**config.mk**
```make
export PLATFORM = sky130hd
export DESIGN_NAME = lsperm_check
export DESIGN_NICKNAME = d
export VERILOG_FILES = /design/src/rtl/lsperm_pkg.sv /design/src/rtl/lsperm_attr_sel.sv /design/src/rtl/lsperm_rule.sv /design/src/rtl/lsperm_check.sv
export SDC_FILE = /design/constraint.sdc
export NUM_CORES = 1
export LEC_CHECK = 0
export CAP_MARGIN = 20
export CORE_MARGIN = 2
export CORE_UTILIZATION = 20
export CTS_CLUSTER_SIZE = 30
export DETAILED_ROUTE_END_ITERATION = 7
export MAX_ROUTING_LAYER = met4
export PLACE_DENSITY = 0.79
export SLEW_MARGIN = 20
export SYNTH_ARGS = -nofsm -noshare
export SYNTH_HDL_FRONTEND = slang
export SYNTH_SLANG_ARGS = --single-unit
```
**constraint.sdc**
```tcl
create_clock -name clk -period 1 [get_ports clk]
set_clock_uncertainty 0.1 [all_clocks]
set_input_delay 0.1 -clock clk [delete_from_list [all_inputs] [get_ports clk]]
set_output_delay 0.1 -clock clk [all_outputs]
set_load 0.02 [all_outputs]
```
**src/rtl/lsperm_pkg.sv**
```systemverilog
package lsperm_pkg;
    localparam int FSR_W = 64;

    // entry bit positions that the decision depends on
    localparam int PTE_REF  = 8;
    localparam int PTE_CHG  = 7;
    localparam int PTE_CI   = 5;
    localparam int PTE_SUPV = 3;
    localparam int PTE_RD   = 2;
    localparam int PTE_WR   = 1;

    // architected status bits, big-endian numbering
    localparam int ARCH_PERM  = 36;
    localparam int ARCH_STORE = 38;
    localparam int ARCH_RC    = 45;

    localparam int IDX_MISS  = 30;
    localparam int IDX_PERM  = FSR_W - 1 - ARCH_PERM;
    localparam int IDX_STORE = FSR_W - 1 - ARCH_STORE;
    localparam int IDX_RC    = FSR_W - 1 - ARCH_RC;

    typedef struct packed {
        logic refd;
        logic chgd;
        logic inhib;
        logic supv;
        logic rd_ok;
        logic wr_ok;
    } page_attr_t;

    typedef struct packed {
        logic             valid;
        logic             go;
        logic             err;
        logic             nc;
        logic             f_miss;
        logic             f_perm;
        logic             f_rc;
        logic [FSR_W-1:0] fsr;
    } chk_result_t;
endpackage

```
**src/rtl/lsperm_attr_sel.sv**
```systemverilog
module lsperm_attr_sel
    import lsperm_pkg::*;
#(
    parameter int PTE_W = 64
) (
    input  logic             virt,
    input  logic [PTE_W-1:0] pte,
    output page_attr_t       attr
);
    // real mode: full access, privileged-only, cacheable
    localparam page_attr_t REAL_ATTR = '{refd: 1'b1, chgd: 1'b1, inhib: 1'b0,
                                         supv: 1'b1, rd_ok: 1'b1, wr_ok: 1'b1};

    always_comb begin
        if (virt) begin
            attr.refd  = pte[PTE_REF];
            attr.chgd  = pte[PTE_CHG];
            attr.inhib = pte[PTE_CI];
            attr.supv  = pte[PTE_SUPV];
            attr.rd_ok = pte[PTE_RD];
            attr.wr_ok = pte[PTE_WR];
        end else begin
            attr = REAL_ATTR;
        end
    end
endmodule

```
**src/rtl/lsperm_rule.sv**
```systemverilog
module lsperm_rule
    import lsperm_pkg::*;
(
    input  page_attr_t attr,
    input  logic       is_load,
    input  logic       priv,
    output logic       perm_ok,
    output logic       rc_ok
);
    logic mode_ok;
    logic dir_ok;

    always_comb begin
        mode_ok = priv | ~attr.supv;
        dir_ok  = attr.wr_ok | (is_load & attr.rd_ok);
        perm_ok = mode_ok & dir_ok;
        rc_ok   = attr.refd & (is_load | attr.chgd);
    end
endmodule

```
**src/rtl/lsperm_check.sv**
```systemverilog
module lsperm_check
    import lsperm_pkg::*;
#(
    parameter int PTE_W = 64
) (
    input  logic             clk,
    input  logic             rst,
    input  logic             req_valid,
    input  logic             req_is_load,
    input  logic             req_virt,
    input  logic             req_priv,
    input  logic             req_nc,
    input  logic             xlat_hit,
    input  logic [PTE_W-1:0] pte,
    output logic             rsp_valid,
    output logic             rsp_go,
    output logic             rsp_err,
    output logic             rsp_nc,
    output logic             rsp_miss,
    output logic             rsp_perm,
    output logic             rsp_rc,
    output logic [FSR_W-1:0] rsp_fsr
);
    page_attr_t  attr;
    logic        perm_ok;
    logic        rc_ok;
    chk_result_t res_d, res_q;

    lsperm_attr_sel #(.PTE_W(PTE_W)) u_attr (
        .virt (req_virt),
        .pte  (pte),
        .attr (attr)
    );

    lsperm_rule u_rule (
        .attr    (attr),
        .is_load (req_is_load),
        .priv    (req_priv),
        .perm_ok (perm_ok),
        .rc_ok   (rc_ok)
    );

    always_comb begin
        res_d = '0;
        if (req_valid) begin
            res_d.valid  = 1'b1;
            res_d.go     = xlat_hit & perm_ok & rc_ok;
            res_d.err    = ~res_d.go;
            res_d.nc     = req_nc | attr.inhib;
            res_d.f_miss = ~xlat_hit;                         // priority
            res_d.f_perm = xlat_hit & ~perm_ok;
            res_d.f_rc   = xlat_hit & perm_ok & ~rc_ok;
            res_d.fsr[IDX_MISS]  = res_d.f_miss;
            res_d.fsr[IDX_PERM]  = res_d.f_perm;
            res_d.fsr[IDX_RC]    = res_d.f_rc;
            res_d.fsr[IDX_STORE] = res_d.err & ~req_is_load;
        end
    end

    always_ff @(posedge clk) begin
        if (rst) res_q <= '0;
        else     res_q <= res_d;
    end

    assign rsp_valid = res_q.valid;
    assign rsp_go    = res_q.go;
    assign rsp_err   = res_q.err;
    assign rsp_nc    = res_q.nc;
    assign rsp_miss  = res_q.f_miss;
    assign rsp_perm  = res_q.f_perm;
    assign rsp_rc    = res_q.f_rc;
    assign rsp_fsr   = res_q.fsr;

    AST_RSP_FOLLOWS_REQ: assert property (@(posedge clk) disable iff (rst)
        req_valid |=> rsp_valid);
    AST_NO_SPURIOUS_RSP: assert property (@(posedge clk) disable iff (rst)
        !req_valid |=> !rsp_valid);
    AST_IDLE_QUIET: assert property (@(posedge clk) disable iff (rst)
        !rsp_valid |-> (!rsp_go && !rsp_err && !rsp_nc && rsp_fsr == '0));
    AST_GO_XOR_ERR: assert property (@(posedge clk) disable iff (rst)
        rsp_valid |-> (rsp_go ^ rsp_err));
    AST_ONE_FAULT: assert property (@(posedge clk) disable iff (rst)
        $onehot0({rsp_miss, rsp_perm, rsp_rc}) && (rsp_err == (rsp_miss | rsp_perm | rsp_rc)));
    AST_STORE_FLAG: assert property (@(posedge clk) disable iff (rst)
        rsp_err |-> (rsp_fsr[IDX_STORE] == $past(!req_is_load)));
    AST_REAL_PRIV_GO: assert property (@(posedge clk) disable iff (rst)
        (req_valid && !req_virt && req_priv && xlat_hit) |=> (rsp_go && rsp_nc == $past(req_nc)));
endmodule

```
# == Word level (Yosys, flattened, before mapping) ==
# Cells that the tools add are included.
# word_totals
register_bits,71
out_inout_bits,71
inputBits,72
# op_classes
reduce_logical,1
n_mux,2
n_bitwise,19
# op_table
op,n
1-bit AND,8
7-bit 2-to-1 mux,1
1-bit inverter,7
6-bit 2-to-1 mux,1
1-bit OR,4
2-bit OR reduction,1

# == Longest topological paths before layout ==
# Gate-level depths: netlist of the first run.
# depth
ltp_word,8
depth_mapped,4
ltp_nobuf,4

# == Modules after synthesis ==
# Synthesis of the first run repeated with hierarchy kept, for this count alone.
# hier_totals
cells_unflattened,92
hier_area_um2,775.7
# modules_own_cells
mod,area_per_inst_um2,cells_each,n_inst,seq_area_each_um2
lsperm_check,713.2,82,1,160.2
lsperm_attr_sel,37.5,6,1,0.0
lsperm_rule,25.0,4,1,0.0

# == Worst setup path after synthesis of the first run ==
# Ideal clock, no wire load.
# synth_path
kind,in2reg
start,input pte[1]
end,register res_q (netlist bit rsp_fsr[18])
n_path_buf,0
cell_stages,3
arrival_time_ps,637
path_slack_ps,176
required_ps,813
cell_sequence,and2b_2 -> a2bb2oi_4 -> nor4b_4
# synth_between
elab_chain_len,5
# synth_lines
item,line,rtl
start: declaration,lsperm_check.sv:14,"input logic [PTE_W-1:0] pte,"
6-bit 2-to-1 mux,lsperm_attr_sel.sv:15,if (virt) begin
1-bit OR,lsperm_rule.sv:15,dir_ok = attr.wr_ok | (is_load & attr.rd_ok);
1-bit AND,lsperm_rule.sv:16,perm_ok = mode_ok & dir_ok;
1-bit AND (2 in a row),lsperm_check.sv:52,res_d.f_rc = xlat_hit & perm_ok & ~rc_ok;
end signal: assignment,lsperm_check.sv:62,else res_q <= res_d;
end: declaration,lsperm_check.sv:27,"chk_result_t res_d, res_q;"
# No other way between the ends.
# A chain may end at the register's enable or synchronous reset.

# == Worst setup path in the final report of the first run ==
# layout_path
start,register res_q (netlist bit rsp_fsr[25])
end,output rsp_fsr[25]
# layout_lines
item,line,rtl
end: declaration,lsperm_check.sv:22,output logic [FSR_W-1:0] rsp_fsr
# No word-level cell between the ends.

==> flow_summary.rst, run 1 <==
.. list-table::
   :header-rows: 1

   * - Metric
     - Value
   * - Outcome
     - finished clean
   * - M1 GR Usage
     - 0.0295
   * - Count of yosys warnings during synthesis
     - 0
   * - Min-delay worst type
     - in2reg
   * - Maximum number of pins on one net before global-route repair
     - 6
   * - Number of filler instances in the final layout
     - 428
   * - Post-synth EDFFs
     - 0
   * - Std cell rows
     - 22
   * - Post-synthesis simple-gate area fraction
     - 0.117
   * - Largest driver fanout on the critical path
     - 1
   * - Final routed wire length divided by cell count
     - 7.36 µm
   * - Fraction of final layout cells with drive strength greater than 1
     - 0.239
   * - Adder-cell share of the synthesized area
     - 0
   * - Cell area reported after detailed placement
     - 880 µm²
   * - Wire length of the first global-routing pass
     - 1480 µm
   * - Time the final worst path needs with I/O delays and setup
     - 0.971 ns
   * - Fin nets
     - 191
   * - Max Cap Viol
     - 0
   * - Commonest register cell after synthesis
     - sky130_fd_sc_hd__dfxtp_1
   * - N_diodes
     - 0
   * - Final Hold Fails
     - 0
   * - Placeable core region
     - 3720 µm²
   * - Number of buffers added to fix hold violations after cts
     - 0
   * - Cell family with the largest share of critical-path delay
     - flip-flops
   * - Data arrival, critical path
     - 0.77 ns
   * - Dominant cell type by area after synthesis
     - sky130_fd_sc_hd__buf_4
   * - Number of H-tree levels
     - 1
   * - Post-Syn Area
     - 788 µm²
   * - Number of antenna violations at the first check in global routing
     - 0
   * - Buffer cell driving the clock tree root
     - sky130_fd_sc_hd__clkbuf_8
   * - Clock power share
     - 0.352
   * - CTS Buf Count
     - 3
   * - Sequence of cells on the critical path
     - clkdlybuf4s15_2
   * - Clock Path Buffers
     - 2
   * - Crit path kind
     - reg2out
   * - Commonest non-fill, non-tap cells in the layout
     - sky130_fd_sc_hd__conb_1 (60), sky130_fd_sc_hd__buf_2 (9), sky130_fd_sc_hd__dfxtp_1 (8), sky130_fd_sc_hd__dlygate4sd2_1 (6), sky130_fd_sc_hd__clkdlybuf4s50_1 (4)
   * - First-pass iteration count of the detailed router
     - 2
   * - Async set-or-reset flop fraction in the synthesized netlist
     - 0
   * - Routed wire length
     - 1220 µm
   * - Seq pwr share
     - 0.310
   * - Floorplan die area
     - 4460 µm²
   * - Fin area
     - ~890 µm²
   * - Number of endpoints failing setup at the final stage
     - 0
   * - Nature of the critical path startpoint
     - register
   * - Global-route usage over all layers
     - 0.0495
   * - Power density over cell area
     - 1210 nW/µm²
   * - Net Sw Power
     - 0.400 mW
   * - Main combinational cell family by area after synthesis
     - buffers and inverters
   * - Unique masters post-synth
     - 16
   * - Req. time, crit path
     - approximately 0.80 ns
   * - Number of vias per cell after detailed routing
     - 2.88
   * - Fin. max-slew vios
     - 0
   * - Final critical-path share of the clock period
     - 0.971
   * - Fraction of the mapped netlist area in compound gates
     - 0.0651
   * - Unrepaired setup endpoints after global routing
     - no
   * - Num ports
     - 143
   * - Number of nets still failing antenna checks after routing
     - 0
   * - Utilization after layout
     - 0.240
   * - Synth area leaders
     - sky130_fd_sc_hd__buf_4 (60%), sky130_fd_sc_hd__dfxtp_1 (20%), sky130_fd_sc_hd__a2bb2oi_4 (3.3%)
   * - Highest clock frequency the design can meet
     - 1030 MHz
   * - Share of power burned in combinational logic
     - 0.339
   * - Die X-Extent
     - 66.8 µm
   * - Proportion of total power due to net switching
     - 0.369
   * - Delay contributed by the slowest stage of the critical path
     - 0.30 ns
   * - Area delta synth->final
     - 13.3%
   * - Met2 track demand over resource
     - 0.0950
   * - Clock edge transition at the registers on the reported setup and hold paths
     - 0.04 ns
   * - Parity-gate share of the synthesized area counting xor and xnor cells
     - 0
   * - Crit end category
     - output port
   * - Busiest layer in global routing
     - met2
   * - Overflow after GRT
     - 0
   * - Height of the die
     - 66.8 µm
   * - Cell with the largest stage delay on the worst path
     - sky130_fd_sc_hd__dfxtp_1
   * - Hold Worst Slack
     - 0.162 ns
   * - Mean area per synthesized cell
     - roughly 8.8 µm²
   * - Number of DRC markers in iteration 0
     - 11
   * - DRC errors left
     - 0
   * - WP buf/inv
     - 1
   * - Met3 GRT Util
     - 0.0236
   * - Int Power
     - roughly 0.69 mW
   * - Weighted congestion reported at the end of routability-driven placement
     - 0.636
   * - Register bit count reported by yosys
     - 8
   * - Overall via count from detail_route
     - about 480
   * - Maximum resistive drop on vdd
     - 305 µV
   * - Clock tree from TritonCTS
     - done
   * - Instance count of the mapped netlist
     - 90
   * - Leading cell type in the layout, fill and taps excluded
     - sky130_fd_sc_hd__conb_1
   * - Part of the Yosys area used for sequential elements
     - 0.203
   * - Number of clock sinks
     - 8
   * - Initial core utilization
     - 0.212
   * - Pleak
     - 0.524 nW
   * - Area fraction of the dominant cell type after synthesis
     - 0.600
   * - Vias in the first global route
     - 354
   * - Multiplexer share of the synthesized area
     - 0
   * - Count of buffers from port buffering
     - 24
[metrics by stage]
step / setup TNS [ns] / setup WS, ns / std cells / total power, mW
finish: 0 / 0.0294 / 165 / 1.09
global placement: -2.53 / -0.324 / 162 / 0.715
floorplan: 0 / 0.176 / 149 / 0.791
CTS: 0 / 0.000319 / 165 / 1.09
detailed placement: -2.65 / -0.346 / 162 / 0.718
global route: 0 / 0.0125 / 165 / 1.13
[synthesized netlist by cell type, types with 2 or more instances]
cell and count:
sky130_fd_sc_hd__buf_4 63, sky130_fd_sc_hd__inv_1 2, sky130_fd_sc_hd__dfxtp_1 8, sky130_fd_sc_hd__nand2_1 3, sky130_fd_sc_hd__nor2_1 3
[final timing paths]
kind | slack, ns | to | startpoint | cells after the start
min | 0.16 | rsp_fsr[18] | pte[7] | 4
max | 0.03 | rsp_fsr[25] | rsp_fsr[25] | 1
[power groups by stage]
stage | Clock, mW | Sequential (mW) | Combinational (mW)
floorplan | 0 | 0.359 | 0.432
global placement | 0 | 0.342 | 0.373
detailed placement | 0 | 0.342 | 0.376
CTS | 0.381 | 0.337 | 0.368
global route | 0.397 | 0.337 | 0.392
finish | 0.382 | 0.336 | 0.367
[flip-flops by register name, indices dropped and copies added (netlist names)]
signal	cells
rsp_valid	1
rsp_fsr	3
rsp_miss	1
rsp_nc	1
rsp_err	1
rsp_go	1
[logic make-up (layout without fill, tap and decap cells)]
kind of cell           after synthesis  after routing
AOI/OAI and AO/OA                    5              5
other                                1             60
buffers and inverters               65             33
and+or+nand+nor                     11             11
DFF                                  8              8
[final cells by class]
class / instances / area [µm²] / share of cell area
Clock buffer: 3 / 41.3 / 0.0462
Inverter: 2 / 7.51 / 0.00840
Multi-Input combinational cell: 76 / 384 / 0.430
Sequential cell: 8 / 160 / 0.179
Tap cell: 48 / 60.1 / 0.0672
Timing Repair Buffer: 28 / 240 / 0.269
[routing by layer]
layer | share of wire | vias up
li1 | - | 211
met1 | 0.26 | 194
met2 | 0.47 | 64
met3 | 0.25 | 6
met4 | 0.026 | 0
met5 | 0 | -
[what timing repair did]
action	in CTS	in global routing
pin swaps	4	4
gates resized for setup	44	11
endpoints found under the setup margin	16	9
setup buffers	0	0
Power figures use the tool's default switching activity.
==> run 2: changes to the inputs <==
--- a/config.mk
+++ b/config.mk
@@ -7,11 +7,11 @@
 export LEC_CHECK = 0
 export CAP_MARGIN = 20
 export CORE_MARGIN = 2
-export CORE_UTILIZATION = 20
+export CORE_UTILIZATION = 27
 export CTS_CLUSTER_SIZE = 30
 export DETAILED_ROUTE_END_ITERATION = 7
+export DONT_BUFFER_PORTS = 1
 export MAX_ROUTING_LAYER = met4
-export PLACE_DENSITY = 0.79
 export SLEW_MARGIN = 20
 export SYNTH_ARGS = -nofsm -noshare
 export SYNTH_HDL_FRONTEND = slang
==> flow_summary.rst, run 2 (synthesis gave the netlist of run 1 again) <==
.. list-table::
   :header-rows: 1

   * - Metric
     - Value
   * - Std cell rows
     - 19 (-14%)
   * - Maximum resistive drop on vdd
     - 650 µV (+110%)
   * - Final Power
     - 0.869 mW (-20%)
   * - Vias in the first global route
     - 265 (-25%)
   * - Largest driver fanout on the critical path
     - 2 (+1)
   * - Number of filler instances in the final layout
     - 286 (-33%)
   * - Min-delay worst type
     - in2reg
   * - Outcome
     - finished with violations
   * - Crit end category
     - output port
   * - Height of the die
     - 58.0 µm (-13%)
   * - Post-Layout Cell Count
     - 125 (-24%)
   * - Time the final worst path needs with I/O delays and setup
     - 0.892 ns (-0.0784 ns)
   * - Die X-Extent
     - 58.0 µm (-13%)
   * - Cell area reported after detailed placement
     - 576 µm² (-35%)
   * - Wire length of the first global-routing pass
     - 1170 µm (-21%)
   * - Highest clock frequency the design can meet
     - 1120 MHz (+8.8%)
   * - Max reg flops
     - 3 (unchanged)
   * - Initial core utilization
     - 0.286 (+0.0737)
   * - Final critical-path share of the clock period
     - 0.892 (-0.0784)
   * - Number of nets still failing antenna checks after routing
     - 0 (unchanged)
   * - Power density over cell area
     - 1330 nW/µm² (+9.2%)
   * - Global-route usage over all layers
     - 0.0528 (+0.00326)
   * - Overflow after GRT
     - 0 (unchanged)
   * - Logic depth of the worst setup path including buffers
     - 0 (-1)
   * - Nature of the critical path startpoint
     - register
   * - Area delta synth->final
     - -17.0%
   * - Total instance count after detailed placement
     - 117 (-28%)
   * - Final setup TNS
     - 0 ns (unchanged)
   * - Buffer cell driving the clock tree root
     - sky130_fd_sc_hd__clkbuf_4
   * - Number of buffers added to fix hold violations after cts
     - 5 (+5)
   * - Unrepaired setup endpoints after global routing
     - no
   * - M1 GR Usage
     - 0.0406 (+0.0111)
   * - First-pass iteration count of the detailed router
     - 2 (unchanged)
   * - Num ports
     - 143 (unchanged)
   * - Req. time, crit path
     - 0.80 ns (about the same)
   * - Pleak
     - 0.383 nW (-27%)
   * - Number of vias per cell after detailed routing
     - 3.17 (+10%)
   * - Number of H-tree levels
     - 1 (unchanged)
   * - Number of DRC markers in iteration 0
     - 20 (+9)
   * - Placeable core region
     - 2760 µm² (-26%)
   * - Count of buffers from port buffering
     - 0 (-100%)
   * - Routed wire length
     - 930 µm (-23%)
   * - Cell depth of the worst min-delay path
     - 2 (-2)
   * - Fin. max-slew vios
     - 0 (unchanged)
   * - Weighted congestion reported at the end of routability-driven placement
     - 0.607 (-4.5%)
   * - Crit path kind
     - reg2out
   * - Final routed wire length divided by cell count
     - 7.44 µm (+1.0%)
   * - Busiest layer in global routing
     - met2
   * - Overall via count from detail_route
     - 396 (-17%)
   * - CTS Buf Count
     - 3 (unchanged)
   * - Fin nets
     - 168 (-12%)
   * - Hold Worst Slack
     - -0.101 ns (-0.263 ns)
   * - Number of endpoints failing setup at the final stage
     - 0 (unchanged)
   * - Final setup margin
     - 0.108 ns (+0.0784 ns)
   * - Max Cap Viol
     - 0 (unchanged)
   * - Fraction of final layout cells with drive strength greater than 1
     - 0.128 (-0.112)
   * - Violations in the final reports
     - hold timing
   * - Number of clock sinks
     - 8 (unchanged)
   * - Floorplan die area
     - 3370 µm² (-24%)
   * - N_diodes
     - 0 (unchanged)
   * - Clock Path Buffers
     - 2 (unchanged)
   * - Detailed placer's ending HPWL
     - around 750 µm
   * - Number of antenna violations at the first check in global routing
     - 0 (unchanged)
   * - Clock edge transition at the registers on the reported setup and hold paths
     - 0.05 ns (about the same)
   * - Worst-case setup slack after placement
     - 0.125 ns (+0.471 ns)
   * - Final Hold Fails
     - 4 (+4)
   * - DRC errors left
     - 0 (unchanged)
   * - Met3 GRT Util
     - 0.0156 (-0.00802)
   * - Met2 track demand over resource
     - 0.0860 (-0.00896)
   * - Leading cell type in the layout, fill and taps excluded
     - sky130_fd_sc_hd__conb_1
   * - Clock tree from TritonCTS
     - done
   * - Commonest non-fill, non-tap cells in the layout
     - sky130_fd_sc_hd__conb_1 (60), sky130_fd_sc_hd__dfxtp_1 (5), sky130_fd_sc_hd__dlygate4sd3_1 (4)
   * - Maximum number of pins on one net before global-route repair
     - 7 (+1)
   * - Data arrival, critical path
     - 0.69 ns (-0.08 ns)
   * - Fin area
     - 654 µm² (-27%)
## run 2: changes by cell type in the layout (fill, tap and decap cells not counted), moves of 3 or more
cell / before / now
sky130_fd_sc_hd__dfxtp_1: 8 / 5
sky130_fd_sc_hd__clkdlybuf4s50_1: 4 / 0
sky130_fd_sc_hd__dlygate4sd3_1: 0 / 4
sky130_fd_sc_hd__buf_2: 9 / 0
sky130_fd_sc_hd__buf_4: 3 / 0
sky130_fd_sc_hd__clkbuf_8: 3 / 0
sky130_fd_sc_hd__dfxtp_2: 0 / 3
sky130_fd_sc_hd__clkbuf_4: 0 / 3
sky130_fd_sc_hd__dlymetal6s2s_1: 3 / 0
sky130_fd_sc_hd__dlygate4sd2_1: 6 / 0
## run 2: path summary, 6_finish.rpt
| check | startpoint | end | slack (ns) |
|---|---|---|---|
| max | rsp_miss | rsp_miss | 0.11 |
| min | req_virt | rsp_nc | -0.10 |
## run 2: routing by layer
metal / vias to the layer above / share of wire / wire length [µm]
li1: 164 / - / -
met1: 164 / 0.25 / 231
met2: 64 / 0.46 / 427
met3: 4 / 0.26 / 243
met4: 0 / 0.029 / 27
met5: - / 0 / 0
## run 2: through the flow
stage / util / hold WS, ns
final: 0.237 / -0.101
after global routing: 0.237 / -0.0829
after CTS: 0.236 / -0.0988
after detailed placement: 0.209 / 0.0748
after global placement: 0.209 / 0.0750
after floorplan: - / 0.0721
## run 2: timing repair
item,CTS,global route
endpoints found under the setup margin,4,2
setup buffers,0,0
endpoints found under the hold margin,7,4
gates resized for setup,2,2
## run 2: cell type report
type / count / area (µm²) / share of cell area
Clock buffer: 3 / 22.5 / 0.0344
Inverter: 2 / 7.51 / 0.0115
Multi-Input combinational cell: 76 / 369 / 0.564
Sequential cell: 8 / 164 / 0.250
Tap cell: 31 / 38.8 / 0.0593
Timing Repair Buffer: 5 / 52.6 / 0.0803
## run 2: power by group
group | total, mW | leakage (nW) | internal [mW] | switching [mW]
clock network | 0.239 | 0.0138 | 0.137 | 0.103
registers | 0.358 | 0.0670 | 0.333 | 0.0250
logic | 0.271 | 0.302 | 0.0416 | 0.229
total | 0.869 | 0.383 | 0.512 | 0.357
==> run 3: changes to the inputs <==
--- a/config.mk
+++ b/config.mk
@@ -8,6 +8,7 @@
 export CAP_MARGIN = 20
 export CORE_MARGIN = 2
 export CORE_UTILIZATION = 27
+export CTS_CLUSTER_DIAMETER = 50
 export CTS_CLUSTER_SIZE = 30
 export DETAILED_ROUTE_END_ITERATION = 7
 export DONT_BUFFER_PORTS = 1
==> results of run 3 <==
Same layout as run 2: the final DEF is identical, and so are final timing and power.
